--- src/rtl/rtc_alarm_pkg.sv ---
package rtc_alarm_pkg;
   localparam int unsigned OSC_HZ   = 32768;
   localparam int unsigned FIELD_N  = 4;
   localparam int unsigned F_SEC    = 0;
   localparam int unsigned F_MIN    = 1;
   localparam int unsigned F_HOUR   = 2;
   localparam int unsigned F_DAY    = 3;

   typedef enum logic [1:0] {
      RATE_1HZ  = 2'd0,
      RATE_4K   = 2'd1,
      RATE_8K   = 2'd2,
      RATE_32K  = 2'd3
   } sqw_rate_e;

   // edges of the crystal per half-period of the selected wave
   function automatic int unsigned half_edges(int unsigned edge_rate, sqw_rate_e r);
      case (r)
         RATE_1HZ: return edge_rate / 2;
         RATE_4K:  return edge_rate / 8192;
         RATE_8K:  return edge_rate / 16384;
         default:  return edge_rate / 65536;
      endcase
   endfunction
endpackage

--- src/rtl/alarm_unit.sv ---
module alarm_unit
   import rtc_alarm_pkg::*;
#(
   parameter int unsigned SEC_W  = 7,
   parameter int unsigned MIN_W  = 7,
   parameter int unsigned HOUR_W = 6,
   parameter int unsigned DOW_W  = 3,
   parameter int unsigned DATE_W = 6
) (
   input  logic               clk,
   input  logic               rst_n,
   input  logic               sec_tick,
   input  logic [SEC_W-1:0]   cal_sec,
   input  logic [MIN_W-1:0]   cal_min,
   input  logic [HOUR_W-1:0]  cal_hour,
   input  logic [DOW_W-1:0]   cal_dow,
   input  logic [DATE_W-1:0]  cal_date,
   input  logic [SEC_W-1:0]   set_sec,
   input  logic [MIN_W-1:0]   set_min,
   input  logic [HOUR_W-1:0]  set_hour,
   input  logic [DATE_W-1:0]  set_daydate,
   input  logic [FIELD_N-1:0] ignore,
   input  logic               day_sel,
   input  logic               clr,
   output logic               flag
);
   logic [FIELD_N-1:0] field_eq;
   logic               hit;

   always_comb begin
      field_eq         = '0;
      field_eq[F_SEC]  = (cal_sec  == set_sec);
      field_eq[F_MIN]  = (cal_min  == set_min);
      field_eq[F_HOUR] = (cal_hour == set_hour);
      field_eq[F_DAY]  = day_sel ? (cal_dow == set_daydate[DOW_W-1:0])
                                 : (cal_date == set_daydate);
   end

   // each field either matches or is ignored
   assign hit = &(field_eq | ignore);

   // a new match outranks a software clear in the same cycle
   always_ff @(posedge clk) begin
      if (!rst_n) flag <= 1'b0;
      else        flag <= (flag & ~clr) | (sec_tick & hit);
   end
endmodule

--- src/rtl/rate_divider.sv ---
module rate_divider
   import rtc_alarm_pkg::*;
#(
   parameter int unsigned EDGE_RATE = 65536
) (
   input  logic       clk,
   input  logic       rst_n,
   input  logic       osc_edge,
   input  logic       en,
   input  logic [1:0] rate_sel,
   output logic       sq
);
   localparam int unsigned HALF_MAX = EDGE_RATE / 2;
   localparam int unsigned CNT_W    = (HALF_MAX > 1) ? $clog2(HALF_MAX) : 1;
   localparam int unsigned LIM_1HZ  = half_edges(EDGE_RATE, RATE_1HZ) - 1;
   localparam int unsigned LIM_4K   = half_edges(EDGE_RATE, RATE_4K)  - 1;
   localparam int unsigned LIM_8K   = half_edges(EDGE_RATE, RATE_8K)  - 1;
   localparam int unsigned LIM_32K  = half_edges(EDGE_RATE, RATE_32K) - 1;

   logic [CNT_W-1:0] cnt;
   logic [CNT_W-1:0] limit;
   logic [1:0]       rate_q;
   logic             en_q;
   logic             restart;

   always_comb begin
      case (sqw_rate_e'(rate_sel))
         RATE_1HZ: limit = CNT_W'(LIM_1HZ);
         RATE_4K:  limit = CNT_W'(LIM_4K);
         RATE_8K:  limit = CNT_W'(LIM_8K);
         default:  limit = CNT_W'(LIM_32K);
      endcase
   end

   // a fresh enable or a new rate code starts a clean low phase
   assign restart = !en || !en_q || (rate_sel != rate_q);

   always_ff @(posedge clk) begin
      if (!rst_n) begin
         cnt    <= '0;
         sq     <= 1'b0;
         rate_q <= '0;
         en_q   <= 1'b0;
      end else begin
         rate_q <= rate_sel;
         en_q   <= en;
         if (restart) begin
            cnt <= '0;
            sq  <= 1'b0;
         end else if (osc_edge) begin
            if (cnt == limit) begin
               cnt <= '0;
               sq  <= ~sq;
            end else begin
               cnt <= cnt + 1'b1;
            end
         end
      end
   end
endmodule

--- src/rtl/out_select.sv ---
module out_select #(
   parameter int unsigned N_ALARMS = 2
) (
   input  logic                sqw_en,
   input  logic                sq,
   input  logic [N_ALARMS-1:0] flags,
   input  logic [N_ALARMS-1:0] irq_en,
   output logic                pin_n
);
   logic irq_any;
   assign irq_any = |(flags & irq_en);
   assign pin_n   = sqw_en ? sq : ~irq_any;
endmodule

--- src/rtl/rtc_alarm_sqw.sv ---
module rtc_alarm_sqw
   import rtc_alarm_pkg::*;
#(
   parameter int unsigned N_ALARMS  = 2,
   parameter int unsigned SEC_W     = 7,
   parameter int unsigned MIN_W     = 7,
   parameter int unsigned HOUR_W    = 6,
   parameter int unsigned DOW_W     = 3,
   parameter int unsigned DATE_W    = 6,
   parameter int unsigned EDGE_RATE = 65536
) (
   input  logic                            clk,
   input  logic                            rst_n,
   input  logic                            osc_edge,
   input  logic                            sec_tick,
   input  logic [SEC_W-1:0]                cal_sec,
   input  logic [MIN_W-1:0]                cal_min,
   input  logic [HOUR_W-1:0]               cal_hour,
   input  logic [DOW_W-1:0]                cal_dow,
   input  logic [DATE_W-1:0]               cal_date,
   input  logic [N_ALARMS-1:0][SEC_W-1:0]  alm_sec,
   input  logic [N_ALARMS-1:0][MIN_W-1:0]  alm_min,
   input  logic [N_ALARMS-1:0][HOUR_W-1:0] alm_hour,
   input  logic [N_ALARMS-1:0][DATE_W-1:0] alm_daydate,
   input  logic [N_ALARMS-1:0][FIELD_N-1:0] alm_mask,
   input  logic [N_ALARMS-1:0]             alm_day_sel,
   input  logic [N_ALARMS-1:0]             irq_en,
   input  logic [N_ALARMS-1:0]             flag_clr,
   input  logic                            sqw_en,
   input  logic [1:0]                      rate_sel,
   output logic [N_ALARMS-1:0]             alarm_flag,
   output logic                            pin_n
);
   // elaboration-time parameter checks
   if (N_ALARMS < 1) begin : g_bad_count
      $error("rtc_alarm_sqw: N_ALARMS must be at least 1");
   end
   if (DOW_W > DATE_W) begin : g_bad_dow
      $error("rtc_alarm_sqw: DOW_W must not exceed DATE_W");
   end
   if ((EDGE_RATE == 0) || ((EDGE_RATE % 65536) != 0)) begin : g_bad_rate
      $error("rtc_alarm_sqw: EDGE_RATE must be a nonzero multiple of 65536");
   end

   logic sq;

   for (genvar i = 0; i < N_ALARMS; i++) begin : g_alarm
      alarm_unit #(
         .SEC_W (SEC_W), .MIN_W (MIN_W), .HOUR_W (HOUR_W),
         .DOW_W (DOW_W), .DATE_W(DATE_W)
      ) u_alarm (
         .clk        (clk),
         .rst_n      (rst_n),
         .sec_tick   (sec_tick),
         .cal_sec    (cal_sec),
         .cal_min    (cal_min),
         .cal_hour   (cal_hour),
         .cal_dow    (cal_dow),
         .cal_date   (cal_date),
         .set_sec    (alm_sec[i]),
         .set_min    (alm_min[i]),
         .set_hour   (alm_hour[i]),
         .set_daydate(alm_daydate[i]),
         .ignore     (alm_mask[i]),
         .day_sel    (alm_day_sel[i]),
         .clr        (flag_clr[i]),
         .flag       (alarm_flag[i])
      );
   end

   rate_divider #(.EDGE_RATE(EDGE_RATE)) u_div (
      .clk     (clk),
      .rst_n   (rst_n),
      .osc_edge(osc_edge),
      .en      (sqw_en),
      .rate_sel(rate_sel),
      .sq      (sq)
   );

   out_select #(.N_ALARMS(N_ALARMS)) u_out (
      .sqw_en(sqw_en),
      .sq    (sq),
      .flags (alarm_flag),
      .irq_en(irq_en),
      .pin_n (pin_n)
   );
endmodule

--- config.mk ---
export PLATFORM = sky130hd
export DESIGN_NAME = rtc_alarm_sqw
export DESIGN_NICKNAME = d
export VERILOG_FILES = /design/src/rtl/rtc_alarm_pkg.sv /design/src/rtl/alarm_unit.sv /design/src/rtl/rate_divider.sv /design/src/rtl/out_select.sv /design/src/rtl/rtc_alarm_sqw.sv
export SDC_FILE = /design/constraint.sdc
export NUM_CORES = 1
export LEC_CHECK = 0
export CORE_ASPECT_RATIO = 0.7
export CORE_UTILIZATION = 37
export DETAILED_ROUTE_END_ITERATION = 7
export PLACE_DENSITY = 0.79
export SLEW_MARGIN = 5
export SYNTH_ARGS = -nofsm -noshare
export SYNTH_HDL_FRONTEND = slang
export SYNTH_SLANG_ARGS = --single-unit
--- constraint.sdc ---
create_clock -name clk -period 2 [get_ports clk]
set_input_delay 0.4 -clock clk [delete_from_list [all_inputs] [get_ports clk]]
set_output_delay 0.4 -clock clk [all_outputs]
set_load 0.01 [all_outputs]
Yosys cells after proc, flatten, opt, wreduce, memory -nomap -nowiden
Index checks and enable logic that the tools add are counted.
{"block": "op_classes", "add_sub_neg": 1, "n_eq_ne": 14, "muxes": 5, "bitwise_logic": 14, "reduce_logical": 10}
{"cell": "15-bit case mux with 3 select lines", "n": 1}
{"cell": "7-bit == test", "n": 4}
{"cell": "6-bit == test", "n": 4}
{"cell": "15-bit by 1-bit adder with 15-bit output (second input constant)", "n": 1}
{"cell": "15-bit == test", "n": 1}
{"cell": "15-bit 2-to-1 mux", "n": 1}
{"cell": "4-bit OR", "n": 2}
{"cell": "4-bit AND reduction", "n": 2}
{"cell": "3-bit == test", "n": 2}
{"cell": "1-bit inverter", "n": 5}
{"cell": "1-bit bitwise AND", "n": 4}
{"cell": "2-bit OR reduction", "n": 2}
{"cell": "1-bit 2-to-1 mux", "n": 3}
{"cell": "2-bit bitwise AND", "n": 1}
{"cell": "2-bit by 1-bit == test with 1-bit output (second input constant)", "n": 1}
{"cell": "2-bit == test (second input constant)", "n": 1}
{"cell": "1-bit zero test", "n": 2}
{"cell": "2-bit zero test", "n": 1}
{"cell": "1-bit logical OR", "n": 2}
{"cell": "2-bit != test", "n": 1}
{"cell": "1-bit OR", "n": 2}
{"cell": "2-bit AND reduction", "n": 1}
{"block": "word_totals", "register_bits": 21}

Longest topological paths before layout
Gate-level depths: netlist of the first run.
{"block": "depth", "depth_word": 6, "depth_mapped": 7, "mapped_depth_nobuf": 6}

Cells and area by module
Synthesis of the first run repeated with hierarchy kept, for this count alone.
{"block": "hier_totals", "cells_unflattened": 191, "hier_area_um2": 1672.9}
{"mod": "rate_divider", "n_inst": 1, "cells_per_inst": 101, "area_per_inst_um2": 917.1, "seq_area_each_um2": 380.4}
{"mod": "alarm_unit", "n_inst": 2, "cells_per_inst": 44, "area_per_inst_um2": 366.6, "seq_area_each_um2": 20.0}
{"mod": "out_select", "n_inst": 1, "cells_per_inst": 2, "area_per_inst_um2": 22.5, "seq_area_each_um2": 0.0}

Worst setup path before layout of the first run
No wires, ideal clock.
{"block": "synth_timing", "path_type": "in2reg", "from": "in alm_daydate[5] (netlist bit)", "to": "reg g_alarm[0].u_alarm.flag", "arrival_time_ns": 1.415, "path_slack_ns": 0.497, "stages": 5, "path_buffers": 0, "cell_sequence": "xor2_1 nor4_2 nand4_1 a211o_1 o32ai_2"}
{"block": "synth_via", "elab_chain_len": 6}
{"item": "from (decl)", "line_no": "rtc_alarm_sqw.sv:24", "rtl": "input logic [N_ALARMS-1:0][DATE_W-1:0] alm_daydate,"}
{"item": "6-bit == test", "line_no": "alarm_unit.sv:36", "rtl": ": (cal_date == set_daydate);"}
{"item": "1-bit 2-to-1 mux", "line_no": "alarm_unit.sv:35", "rtl": "field_eq[F_DAY] = day_sel ? (cal_dow == set_daydate[DOW_W-1:0])"}
{"item": "4-bit OR", "line_no": "alarm_unit.sv:40", "rtl": "assign hit = &(field_eq | ignore);"}
{"item": "4-bit AND reduction", "line_no": "alarm_unit.sv:40"}
{"item": "1-bit bitwise AND", "line_no": "alarm_unit.sv:45", "rtl": "else flag <= (flag & ~clr) | (sec_tick & hit);"}
{"item": "1-bit OR", "line_no": "alarm_unit.sv:45"}
{"item": "to (signal assigned)", "line_no": "alarm_unit.sv:45"}
{"item": "to (decl)", "line_no": "alarm_unit.sv:25", "rtl": "output logic flag"}
Every way passes these cells.
A chain may end at the register's enable or synchronous reset.

Worst setup path after layout of the first run
{"block": "layout_timing", "from": "in cal_hour[3]", "to": "reg g_alarm[0].u_alarm.flag"}
{"block": "layout_via", "elab_chain_len": 5}
{"item": "from (decl)", "line_no": "rtc_alarm_sqw.sv:18", "rtl": "input logic [HOUR_W-1:0] cal_hour,"}
{"item": "6-bit == test", "line_no": "alarm_unit.sv:34", "rtl": "field_eq[F_HOUR] = (cal_hour == set_hour);"}
{"item": "4-bit OR", "line_no": "alarm_unit.sv:40"}
{"item": "4-bit AND reduction", "line_no": "alarm_unit.sv:40"}
{"item": "1-bit bitwise AND", "line_no": "alarm_unit.sv:45"}
{"item": "1-bit OR", "line_no": "alarm_unit.sv:45"}
Every way passes these cells.

==> impl_metrics.ini, run 1 <==
[worst_setup_path]
crit_path_end = g_alarm[0].u_alarm.flag$_SDFF_PN0_
arrival_ps = 2040
critical_path.max_fanout = 2
startpoint = cal_hour[3]
path_class = in -> reg
critPathRequiredTime_ps = 2180
critical_path.startpoint_type = primary input
crit_path_end_kind = flop
reg2reg_depth = 6
reg2reg_from = u_div.cnt[0]$_SDFFE_PP0P_
reg2reg_to = u_div.cnt[10]$_SDFFE_PP0P_
ff2ff_setup_slack_ps = 510

[sta]
period_needed_ps = 1866
hold_viol = 0
hold_slack_ps = 489.1
rsz0062_at_grt = false
setup_viol = 0
slew_viol_final = 0
worst_pin_slew_ps = 377.6
fin_setup_tns_ps = 0
fmax_ghz = 0.5359
maxSlewHeadroom = 0.7483
finClkSkew_ps = 2.640
timing.final.crit_share = 0.9330

[routing]
drtPass1Iterations = 4
wl_met1_mm = 2.438
wl_met2_mm = 2.265
met3WireLength_um = 304
wl_mm = 5.080
drcViolationCount = 0
wl_per_cell_um = 13.66
drt_iter0_markers = 105
ant_nets = 0
num_vias = 1827
top_layer = met4
drt-vias-per-instance = 4.911

[final_layout]
fin_area_mm2 = 0.002978
syn_to_final_growth_pct = 75.78
drive_gt1_frac = 0.1041
nets = 421
utilization = 0.6839
layout_commonest_cell = clkdlybuf4s50_1
n_antenna_cell = 0
finalNonFillerCells = 372
layout_common_cells = 103 x clkdlybuf4s50_1, 40 x xor2_1, 34 x xnor2_1

[synth]
syn_inst = 194
yosys_warnings = 0
synth_edf_count = 0
ys_seq_area_frac = 0.2482
synth_cell_types = 34
ys_ff_latch = 21
synth_ff_type = dfxtp_1
syn_nets = 297
async_flop_share = 0
syn_avg_cell_area_um2 = 8.733
synth_area_mm2 = 0.001694

[power_and_ir_drop]
peakVddDrop_mv = 0.2985
p_int_mw = 0.8391
combPwrFrac = 0.370
clkPwrFrac = 0.247
seqPwrFrac = 0.383
power_leakage_nw = 1.058
p_switching_mw = 0.2689
power_density_mw_per_mm2 = 372.1
swShare = 0.2427

[global_route]
grt_max_degree = 14
grt_pass1_vias = 1692
track_usage = 0.2089
antenna_found_initial = 0
grt_pass1_wl_mm = 8.224
grt.overflow.total = 0

[min_path]
hold_class = reg -> reg

[floorplan]
num_rows = 20
start_util = 0.3891
ios = 105
fp.coreArea_mm2 = 0.004354
die-area_mm2 = 0.004858
die_w_um = 82.88
die_y_um = 58.62

[clock_network]
clockBufferDepth = 2
cts_htree_levels = 1
clk_latency_ps = 260
clock_sinks = 21
numCtsBuffers = 3
cts_hold_buf = 0
path_clk_slew_ps = 80
cts-resized-gates = 1
post-cts-setup-buffers = 0
cts_tree = yes
ctsRootBufferMaster = clkbuf_8

[place]
portBuffers = 104
place_area_mm2 = 0.002933
place_inst = 368
hpwl_mm = 4.470
gp_congestion = 0.8246

[run_status]
status = finished clean

[flow_run]
cap_violations = 0
## cell usage after synthesis (all sizes together), types with 2 or more instances
cell type  count  area (µm²)
nor3           4       20.02
nor2          24       90.09
xor2          40       350.3
and4           3       28.78
buf            5       36.28
o32ai          2       32.53
and2           4       25.02
nor4          10       75.07
xnor2         34       297.8
a31oi          2       12.51
nand4          7       43.79
nand2         13       48.80
nand3          2       10.01
mux2i          2       20.02
a211o          2       17.52
dfxtp         21       420.4
a41oi          6       52.55
## kinds of logic (layout without fill, tap and decap cells)
| group | Yosys count | count (layout) | synth area share |
|---|---|---|---|
| compound gates | 18 | 18 | 0.1027 |
| xor+xnor | 74 | 74 | 0.3826 |
| fa+ha+maj | 1 | 1 | 0.007384 |
| buf+inv | 6 | 129 | 0.02437 |
| flops | 21 | 21 | 0.2482 |
| mux | 2 | 2 | 0.01182 |
| simple gates | 72 | 72 | 0.2231 |
## metrics by stage
step	setup WS (ps)	power, mW
3_5_place_dp	-121.4	0.8452
2_1_floorplan	497.2	0.5676
5_1_grt	47.25	1.167
6_report	134.0	1.108
3_3_place_gp	-115.7	0.8400
4_1_cts	148.9	1.119
## worst max-delay path, stage by stage
cell,delay (ps)
clkdlybuf4s50_1,440
xor2_1,160
nor4_1,350
a31oi_1,130
a211o_1,310
o32ai_2,250
## worst min path at each step
stage,start,endpoint,slack (ps),depth (start not counted)
after floorplan,u_div.sq$_SDFFE_PP0P_,u_div.sq$_SDFFE_PP0P_,440,2
after global placement,u_div.sq$_SDFFE_PP0P_,u_div.sq$_SDFFE_PP0P_,470,2
after detailed placement,u_div.sq$_SDFFE_PP0P_,u_div.sq$_SDFFE_PP0P_,480,2
after CTS,u_div.sq$_SDFFE_PP0P_,u_div.sq$_SDFFE_PP0P_,490,2
after global routing,u_div.sq$_SDFFE_PP0P_,u_div.sq$_SDFFE_PP0P_,530,2
final,u_div.sq$_SDFFE_PP0P_,u_div.sq$_SDFFE_PP0P_,490,2
## flip-flops by register name (all words and copies together), names as in the netlist
signal,flops
g_alarm.u_alarm.flag,2
u_div.cnt,15
u_div.en_q,1
u_div.rate_q,2
u_div.sq,1
## area by class of cell
| class | count | area (µm²) |
|---|---|---|
| clock buffer | 3 | 41.29 |
| clock inverter | 1 | 5.005 |
| timing repair buffer | 125 | 1210 |
| tap | 55 | 68.82 |
| sequential | 21 | 420.4 |
| fill | 357 | 1376 |
| multi-input combinational | 167 | 1232 |
## power groups by stage
stage	logic [mW]	registers, mW	clock network, mW
3_3_place_gp	0.406	0.434	0
6_report	0.410	0.424	0.274
5_1_grt	0.440	0.425	0.303
4_1_cts	0.413	0.424	0.282
2_1_floorplan	0.134	0.433	0
3_5_place_dp	0.411	0.434	0
## routing by layer
layer,vias to the layer above,global-route usage
li1,922,-
met1,834,0.2814
met2,63,0.3513
met3,8,0.04769
met4,0,0.03448
met5,-,0
(Power assumes the default switching activity.)
==> inputs of run 2 (changes only) <==
--- a/config.mk
+++ b/config.mk
@@ -6,9 +6,11 @@
 export NUM_CORES = 1
 export LEC_CHECK = 0
 export CORE_ASPECT_RATIO = 0.7
+export CORE_MARGIN = 5
 export CORE_UTILIZATION = 37
 export DETAILED_ROUTE_END_ITERATION = 7
 export PLACE_DENSITY = 0.79
+export SKIP_CTS_REPAIR_TIMING = 1
 export SLEW_MARGIN = 5
 export SYNTH_ARGS = -nofsm -noshare
 export SYNTH_HDL_FRONTEND = slang
==> run 2 against run 1 <==
  * Worst hold slack improved by 8.9 ps
  * Critical endpoint is now g_alarm[1].u_alarm.flag$_SDFF_PN0_
  * Flip-flop and latch count unchanged
  * Critical path type unchanged
  * Die area up 25%
  * Power rose by 0.80%
  * Clock-buffer cell count rose by 1
  * Cell area about the same
  * Sequential power about the same
  * Routed wire length grew 15%
  * Final cell count fell by 0.27%
  * Non-clock buffer count is 1 lower
==> impl_metrics.ini, run 2 (synthesis results as in run 1) <==
[run_status]
status = finished clean

[power_and_ir_drop]
power_density_mw_per_mm2 = 374.9
peakVddDrop_mv = 0.2762
power_leakage_nw = 1.062

[sta]
worst_pin_slew_ps = 437.2
fin_ws_ps = 95.08
timing.final.crit_share = 0.9525
period_needed_ps = 1905
fmax_ghz = 0.5250
maxSlewHeadroom = 0.7058
setup_viol = 0
rsz0062_at_grt = false
slew_viol_final = 0
hold_viol = 0
finClkSkew_ps = 4.825

[floorplan]
die_y_um = 66.62
ios = 105
die_w_um = 90.88
die-area_mm2 = 0.006054
start_util = 0.3869
num_rows = 20
fp.coreArea_mm2 = 0.004379

[clock_network]
clockBufferDepth = 2
cts_tree = yes
path_clk_slew_ps = 80
ctsRootBufferMaster = clkbuf_8
numCtsBuffers = 3
clock_sinks = 21
clk_latency_ps = 260
cts_htree_levels = 1

[worst_setup_path]
reg2reg_to = u_div.cnt[14]$_SDFFE_PP0P_
cpPeakStageDelay_ps = 450
path_depth = 6
slowest_stage = clkdlybuf4s50_1
arrival_ps = 2080
cp_num_buf_inv = 1
crit_path_end = g_alarm[1].u_alarm.flag$_SDFF_PN0_
critPathRequiredTime_ps = 2180
critical_path.startpoint_type = primary input
path_class = in -> reg
critical_path.max_fanout = 2
reg2reg_from = u_div.cnt[0]$_SDFFE_PP0P_
reg2reg_depth = 6
ff2ff_setup_slack_ps = 510
startpoint = cal_hour[4]
cp_top_family = compound AO/OA/AOI/OAI gates
crit_chain = clkdlybuf4s50_1 > xor2_1 > nor4_1 > a31oi_1 > a211o_1 > o32ai_2
crit_path_end_kind = flop

[global_route]
grt_max_degree = 16
grt.overflow.total = 0
antenna_found_initial = 0
track_usage = 0.1968
grt_pass1_vias = 1862
grt_pass1_wl_mm = 9.563

[routing]
ant_nets = 0
drtPass1Iterations = 4
wl_per_cell_um = 15.78
num_vias = 1767
drt_iter0_markers = 90
wl_mm = 5.853
drcViolationCount = 0
drt-vias-per-instance = 4.763

[place]
gp_congestion = 0.8609
pre_cts_ws_ps = -177.6
portBuffers = 104
hpwl_mm = 5.166

[min_path]
hold_class = reg -> reg

[final_layout]
nets = 420
largest_register_ffs = 15
regMostFlops = u_div.cnt
syn_to_final_growth_pct = 75.85
multi_input_area_mm2 = 0.001239
reg_top3 = u_div.cnt: 15 flops, g_alarm.u_alarm.flag: 2 flops, u_div.rate_q: 2 flops
num-fill-cells = 332
utilization = 0.6803
n_antenna_cell = 0
drive_gt1_frac = 0.1013
layout_commonest_cell = clkdlybuf4s50_1
layout_common_cells = 103 x clkdlybuf4s50_1, 40 x xor2_1, 34 x xnor2_1
seq_area_um2 = 420.4

[flow_run]
cap_violations = 0
run 2: changes by cell type in the layout (fill, tap and decap cells not counted), sizes merged:
cell,change
buf,-1
clkbuf,+1
clkinv,-1
dlygate4sd2,-1
dlymetal6s2s,+1
run 2: tightest hold or removal path, delay by kind of cell, from the launching register on:
kind             cells  cell delay, ps
flip-flops           1             340
AND/OR/NAND/NOR      1              60
multiplexers         1              50
run 2: report_power, final:
part	internal [mW]	switching [mW]
combinational	0.280	0.135
clock	0.142	0.136
sequential	0.422	0.00227
total	0.844	0.273
run 2: worst min-delay path by stage:
stage                               start                    end  slack, ps  cells after the start
floorplan           u_div.sq$_SDFFE_PP0P_  u_div.sq$_SDFFE_PP0P_        440                      2
global placement    u_div.sq$_SDFFE_PP0P_  u_div.sq$_SDFFE_PP0P_        480                      2
detailed placement  u_div.sq$_SDFFE_PP0P_  u_div.sq$_SDFFE_PP0P_        490                      2
CTS                 u_div.sq$_SDFFE_PP0P_  u_div.sq$_SDFFE_PP0P_        500                      2
global route        u_div.sq$_SDFFE_PP0P_  u_div.sq$_SDFFE_PP0P_        520                      2
finish              u_div.sq$_SDFFE_PP0P_  u_div.sq$_SDFFE_PP0P_        500                      2
run 2: area by class of cell:
type,count,area share
multi-input cells,167,0.4158
clock buffers,4,0.01512
flip-flops and latches,21,0.1411
repair buffers,124,0.4049
well taps,55,0.02310
run 2: stage by stage:
step / power [mW] / setup TNS (ps) / instances / instance area, µm² / hold WS (ps)
2_1_floorplan: 0.5676 / 0 / 194 / 1694 / 443.2
3_3_place_gp: 0.8392 / -341.8 / 367 / 2925 / 481.4
3_5_place_dp: 0.8471 / -557.4 / 367 / 2925 / 487.1
4_1_cts: 1.127 / -183.1 / 371 / 2970 / 498.0
5_1_grt: 1.171 / 0 / 371 / 2979 / 524.0
6_report: 1.117 / 0 / 371 / 2979 / 498.0
run 2: per-layer routing:
layer | share of wire | vias up | GRT usage
met5 | 0 | - | 0
met4 | 0.017 | 0 | 0.04762
met3 | 0.042 | 10 | 0.03160
met2 | 0.48 | 51 | 0.3542
met1 | 0.46 | 784 | 0.2478
li1 | - | 922 | -
==> inputs of run 3 (changes only) <==
--- a/config.mk
+++ b/config.mk
@@ -10,7 +10,6 @@
 export CORE_UTILIZATION = 37
 export DETAILED_ROUTE_END_ITERATION = 7
 export PLACE_DENSITY = 0.79
-export SKIP_CTS_REPAIR_TIMING = 1
 export SLEW_MARGIN = 5
 export SYNTH_ARGS = -nofsm -noshare
 export SYNTH_HDL_FRONTEND = slang
==> run 3 against run 2 <==
  * Sequential power about the same
  * Clock-buffer cell count unchanged
  * Power about the same
  * Clock skew about the same
  * Cell area decreased by 0.13%
  * Critical path depth unchanged
  * Maximum frequency about the same
  * Via count increased by 0.17%
  * Worst hold slack improved by 0.58 ps
  * Final cell count unchanged
==> impl_metrics.ini, run 3 (synthesis results as in run 1) <==
[sta]
fin_ws_ps = 95.81
finClkSkew_ps = 4.721
rsz0062_at_grt = false
maxSlewHeadroom = 0.7058
slew_viol_final = 0
setup_viol = 0
period_needed_ps = 1904
hold_viol = 0
timing.final.crit_share = 0.9521
worst_pin_slew_ps = 437.2
fmax_ghz = 0.5252

[floorplan]
ios = 105
num_rows = 20
die_y_um = 66.62
die-area_mm2 = 0.006054
fp.coreArea_mm2 = 0.004379
die_w_um = 90.88
start_util = 0.3869

[worst_setup_path]
path_class = in -> reg
critical_path.startpoint_type = primary input
arrival_ps = 2080
crit_chain = clkdlybuf4s50_1 > xor2_1 > nor4_1 > a31oi_1 > a211o_1 > o32ai_2
reg2reg_depth = 6
crit_path_end_kind = flop
cpPeakStageDelay_ps = 450
slowest_stage = clkdlybuf4s50_1
critPathRequiredTime_ps = 2180
ff2ff_setup_slack_ps = 510
critical_path.max_fanout = 2

[global_route]
track_usage = 0.1966
grt_pass1_vias = 1859
grt_max_degree = 16
grt.overflow.total = 0
grt_pass1_wl_mm = 9.549
antenna_found_initial = 0

[clock_network]
path_clk_slew_ps = 80
clk_latency_ps = 260
post-cts-setup-buffers = 0
numCtsBuffers = 3
cts_tree = yes
cts_htree_levels = 1
clockBufferDepth = 2
cts_hold_buf = 0
clock_sinks = 21
ctsRootBufferMaster = clkbuf_8
cts-resized-gates = 2

[routing]
drt_iter0_markers = 100
num_vias = 1770
wl_per_cell_um = 15.78
ant_nets = 0
drcViolationCount = 0
wl_mm = 5.853
drtPass1Iterations = 4
drt-vias-per-instance = 4.771

[final_layout]
fin_area_mm2 = 0.002975
drive_gt1_frac = 0.1013
reg_top3 = u_div.cnt: 15 flops, g_alarm.u_alarm.flag: 2 flops, u_div.rate_q: 2 flops
seq_area_um2 = 420.4
utilization = 0.6794
layout_common_cells = 103 x clkdlybuf4s50_1, 40 x xor2_1, 34 x xnor2_1
num-fill-cells = 333
syn_to_final_growth_pct = 75.63
largest_register_ffs = 15
layout_commonest_cell = clkdlybuf4s50_1
nets = 420
regMostFlops = u_div.cnt
n_antenna_cell = 0
multi_input_area_mm2 = 0.001239

[place]
gp_congestion = 0.8609
hpwl_mm = 5.166
place_area_mm2 = 0.002925
pre_cts_ws_ps = -177.6
portBuffers = 104

[power_and_ir_drop]
finalPower_mw = 1.116
p_switching_mw = 0.2728
seqPwrFrac = 0.380
peakVddDrop_mv = 0.2763
power_density_mw_per_mm2 = 375.2
clkPwrFrac = 0.249
swShare = 0.2443
combPwrFrac = 0.371
power_leakage_nw = 1.054
p_int_mw = 0.8435

[min_path]
holdPathStages = 2
hold_class = reg -> reg

[flow_run]
cap_violations = 0

[run_status]
status = finished clean
[run 3: path summary, 6_finish.rpt]
kind                        startpoint                                 end
max                        cal_hour[4]  g_alarm[1].u_alarm.flag$_SDFF_PN0_
min reg2reg      u_div.sq$_SDFFE_PP0P_               u_div.sq$_SDFFE_PP0P_
max reg2reg  u_div.cnt[0]$_SDFFE_PP0P_          u_div.cnt[14]$_SDFFE_PP0P_
min              u_div.sq$_SDFFE_PP0P_               u_div.sq$_SDFFE_PP0P_
[run 3: metal layers]
| metal | wire length (µm) | vias to the layer above | GRT usage |
|---|---|---|---|
| li1 | - | 923 | - |
| met1 | 2660 | 786 | 0.2471 |
| met2 | 2827 | 51 | 0.3542 |
| met3 | 266 | 10 | 0.03160 |
| met4 | 99 | 0 | 0.04762 |
| met5 | 0 | - | 0 |
[run 3: power by group through the flow]
stage / Combinational, mW / Sequential, mW / Clock [mW]
3_5_place_dp: 0.413 / 0.434 / 0
6_report: 0.415 / 0.424 / 0.278
4_1_cts: 0.416 / 0.424 / 0.287
3_3_place_gp: 0.406 / 0.434 / 0
5_1_grt: 0.443 / 0.424 / 0.303
2_1_floorplan: 0.134 / 0.433 / 0
[run 3: per-stage QoR]
stage / TNS (ps) / hold slack (ps) / instances
floorplan: 0 / 443.2 / 194
global placement: -341.8 / 481.4 / 367
detailed placement: -557.4 / 487.1 / 367
CTS: 0 / 498.0 / 371
global route: 0 / 524.0 / 371
finish: 0 / 498.6 / 371
[run 3: layout make-up]
class                      instances  area share
clock buffer                       4     0.01514
multi-input combinational        167      0.4163
sequential                        21      0.1413
tap                               55     0.02313
timing repair buffer             124      0.4041
[run 3: worst max-delay path, delay by kind of cell]
| family | cells | cell delay, ps |
|---|---|---|
| and+or+nand+nor | 1 | 340 |
| xor gates and xnor gates | 1 | 180 |
| AOI/OAI and AO/OA | 3 | 720 |
| buffers and inverters | 1 | 450 |
